<file path="src/rtl/ls_align_sel.sv">
module ls_align_sel (
  input  logic [1:0]  addr_lo,
  input  logic [1:0]  size,
  input  logic        sign_ext,
  input  logic [31:0] rd_word,
  input  logic [31:0] st_data,
  output logic [31:0] load_val,
  output logic [31:0] wr_word,
  output logic [3:0]  byte_en
);

  logic [7:0]  pick_b;
  logic [15:0] pick_h;
  logic        is_byte, is_half;

  assign is_byte = (size == 2'b00);
  assign is_half = (size == 2'b01);

  assign pick_b = rd_word[{addr_lo, 3'b000} +: 8];
  assign pick_h = addr_lo[1] ? rd_word[31:16] : rd_word[15:0];

  always_comb begin
    if (is_byte)
      load_val = {{24{sign_ext & pick_b[7]}}, pick_b};
    else if (is_half)
      load_val = {{16{sign_ext & pick_h[15]}}, pick_h};
    else
      load_val = rd_word;
  end

  always_comb begin
    if (is_byte) begin
      wr_word = {4{st_data[7:0]}};
      byte_en = 4'b0001 << addr_lo;
    end else if (is_half) begin
      wr_word = {2{st_data[15:0]}};
      byte_en = addr_lo[1] ? 4'b1100 : 4'b0011;
    end else begin
      wr_word = st_data;
      byte_en = 4'b1111;
    end
  end

  always_comb begin
    if (size == 2'b00) begin
      p_byte_en_onehot_r6: assert ($countones(byte_en) == 1 && byte_en[addr_lo]);
      p_byte_lanes_r6: assert (wr_word[31:24] == wr_word[7:0] && wr_word[23:16] == wr_word[7:0]
                               && wr_word[15:8] == wr_word[7:0]);
      p_byte_zero_r3: assert (sign_ext || load_val[31:8] == 24'h0);
      p_byte_sign_r4: assert (!sign_ext || load_val[31:8] == {24{load_val[7]}});
    end
    if (size == 2'b01) begin
      p_half_en_r7: assert (byte_en == 4'b0011 || byte_en == 4'b1100);
      p_half_lanes_r7: assert (wr_word[31:16] == wr_word[15:0]);
      p_half_zero_r3: assert (sign_ext || load_val[31:16] == 16'h0);
      p_half_sign_r4: assert (!sign_ext || load_val[31:16] == {16{load_val[15]}});
    end
    if (size[1]) begin
      p_word_en_r8: assert (byte_en == 4'b1111);
      p_word_pass_r5: assert (load_val == rd_word && wr_word == st_data);
    end
  end

endmodule

</file>
<file path="config.mk">
export PLATFORM = sky130hd
export DESIGN_NAME = ls_align_sel
export DESIGN_NICKNAME = d
export VERILOG_FILES = /design/src/rtl/ls_align_sel.sv
export SDC_FILE = /design/constraint.sdc
export NUM_CORES = 1
export LEC_CHECK = 0
export BUFFER_PORTS_ARGS = -buffer_cell sky130_fd_sc_hd__buf_4
export CAP_MARGIN = 25
export CORE_UTILIZATION = 37
export DETAILED_ROUTE_END_ITERATION = 8
export PLACE_DENSITY_LB_ADDON = 0.1
export SLEW_MARGIN = 20
export SYNTH_ARGS = -nofsm -noshare
export SYNTH_HDL_FRONTEND = slang
export SYNTH_SLANG_ARGS = --single-unit
</file>
<file path="constraint.sdc">
create_clock -name vclk -period 1.7
set_input_delay 0.34 -clock vclk [all_inputs]
set_output_delay 0.34 -clock vclk [all_outputs]
set_load 0.01 [all_outputs]
</file>
==> impl_metrics.ini <==
[run_status]
status = complete, but fails checks
violations = setup timing

[power_and_ir_drop]
peakVddDrop_mv = 0.204
clock_power_share = 0
seq_power_share = 0
p_sw_uw = 424
cellPowerDensity_nw_per_um2 = 340
switching_share = 0.440
pwr-share-comb = 1.000
leakagePower_nw = 1.41
power.internal_uw = 539

[routing]
vias_per_cell = 6.03
drc = 0
drt-initial-drc-count = 277
drt_wl_total_mm = 7.49
vias = 2184
first_pass_iters = 7
wire_per_inst_um = 20.7
ant_nets = 0

[setup_path]
path_depth = 6
cp_num_buf_inv = 3
slowest_delay_ps = 310
crit_start = addr_lo[1]
critPathRequiredTime_ps = 1360
crit_fanout = 8
worst_setup_path_endpoint = load_val[17]
end_kind = output pin
crit_slowest_cell = mux2_4
critPathTopFamily = buffers and inverters
crit_arrival_ps = 1490
crit_type = input port to output pin
worstPathCellList = buf_8, mux2_4, a31oi_4, bufbuf_16, o22ai_1, buf_4
startpoint_type = input port

[synthesis]
yosys_warnings = 0
syn_area_um2 = 1270
synthCells = 169
synth_seq_area_share = 0
synth.distinct_cells = 31
syn_area_per_cell_um2 = 7.54
synth_fp_nets = 238

[layout]
seqCellArea_um2 = 0
seq_cells = 0
final_common_cell = buf_4
areaGrowthSynthToFinish_pct = 122
nets = 389
stdcell_area_um2 = 2840
diodes = 0
clock_buffers = 0
drive_gt1_frac = 0.708
num-fill-cells = 149
final_cell_mix = buf_4, nand2_1, nor2b_1

[floorplan]
die_y_um = 60.7
coreArea_um2 = 3150
die_area_um2 = 3680
start_util = 0.404
die_w_um = 60.7
num_rows = 20
ios = 137

[global_routing]
grt_max_degree = 19
grt_pass1_wl_mm = 8.54
grt_usage = 0.302
globalRouteOverflowTotal = 0
first_global_vias = 1795
antenna_found_initial = 0

[placement]
gp_congestion = 0.914
placed_cell_area_um2 = 2450
portBuffers = 137
hpwl_mm = 4.10

[timing]
hold_viol_final = 0
setup_viol = 34
worstMarginPinSlew_ps = 364
drv_slew = 0
period_share = 1.07
setup_slack_ps = -126
hold_ws_ps = 888
maxSlewHeadroom = 0.757
period_needed_ps = 1830
rsz0062_at_grt = true
clock.fmax_mhz = 548

[flow_run]
max_cap_violations = 0

[cts]
hold_buffers = 0

[min_path]
hold_path_class = input port to output pin
## power by group through the flow
stage	clock, mW	combinational, mW	sequential, mW
2_1_floorplan	0	0.363	0
3_3_place_gp	0	0.773	0
5_1_grt	0	1.01	0
4_1_cts	0	0.873	0
6_report	0	0.963	0
3_5_place_dp	0	0.786	0
## synth_stat cells, drive strengths merged
master / count / share of area
nand2: 22 / 0.065
buf: 21 / 0.13
mux2: 19 / 0.19
o22ai: 18 / 0.088
mux2i: 17 / 0.13
nor2b: 17 / 0.083
nor2: 10 / 0.029
a31oi: 8 / 0.051
o21ai: 8 / 0.031
a221o: 6 / 0.047
clkbuf: 4 / 0.012
o21bai: 4 / 0.026
a221oi: 2 / 0.027
inv: 2 / 0.0059
or2: 2 / 0.0098
a21oi: 1 / 0.0039
a22oi: 1 / 0.017
and2: 1 / 0.0049
and2b: 1 / 0.0059
and3b: 1 / 0.0069
mux4: 1 / 0.021
nand2b: 1 / 0.0049
nand3b: 1 / 0.0059
or3b: 1 / 0.0069
## kinds of logic (layout without fill, tap and decap cells)
kind of cell    count (synthesis)  count (layout)  synth area share
simple gates                   57              57             0.223
compound gates                 48              48             0.292
buf+inv                        27             176             0.145
mux                            37              37             0.340
## routing by layer
metal | share of wire | track usage | routed length [um]
met1 | 0.34 | 0.386 | 2530
met2 | 0.50 | 0.553 | 3750
met3 | 0.10 | 0.0213 | 770
met4 | 0.060 | 0.0649 | 450
met5 | 0 | 0 | 0
## how the worst min path moves through the flow
| stage | depth (start not counted) | end | from |
|---|---|---|---|
| floorplan | 1 | wr_word[0] | st_data[0] |
| global placement | 2 | wr_word[3] | st_data[3] |
| global route | 2 | wr_word[2] | st_data[2] |
| CTS | 2 | wr_word[3] | st_data[3] |
| detailed placement | 2 | wr_word[3] | st_data[3] |
| finish | 2 | wr_word[2] | st_data[2] |
## repair_timing
action / in CTS / in global routing
gates cloned: 3 / 0
pin swaps: 18 / 6
endpoints found under the setup margin: 39 / 36
gates resized for setup: 36 / 21
buffers inserted: 4 / 3
## final cells by class
cell class | count | area (um^2) | share of cell area
Timing Repair Buffer | 174 | 1530 | 0.538
Multi-Input combinational cell | 142 | 1250 | 0.440
Tap cell | 44 | 55.1 | 0.0194
Inverter | 2 | 7.51 | 0.00265
## per-stage QoR
stage	TNS, ps	power [mW]	instances	util	worst slack [ps]
after floorplan	0	0.363	169	-	86.6
after global placement	-1950	0.773	352	0.776	-101
after detailed placement	-2610	0.786	352	0.776	-121
after CTS	-1540	0.873	359	0.862	-90.2
after global routing	-3270	1.01	362	0.899	-157
final	-2360	0.963	362	0.899	-126
No activity file was read; power rests on OpenSTA's default activity.
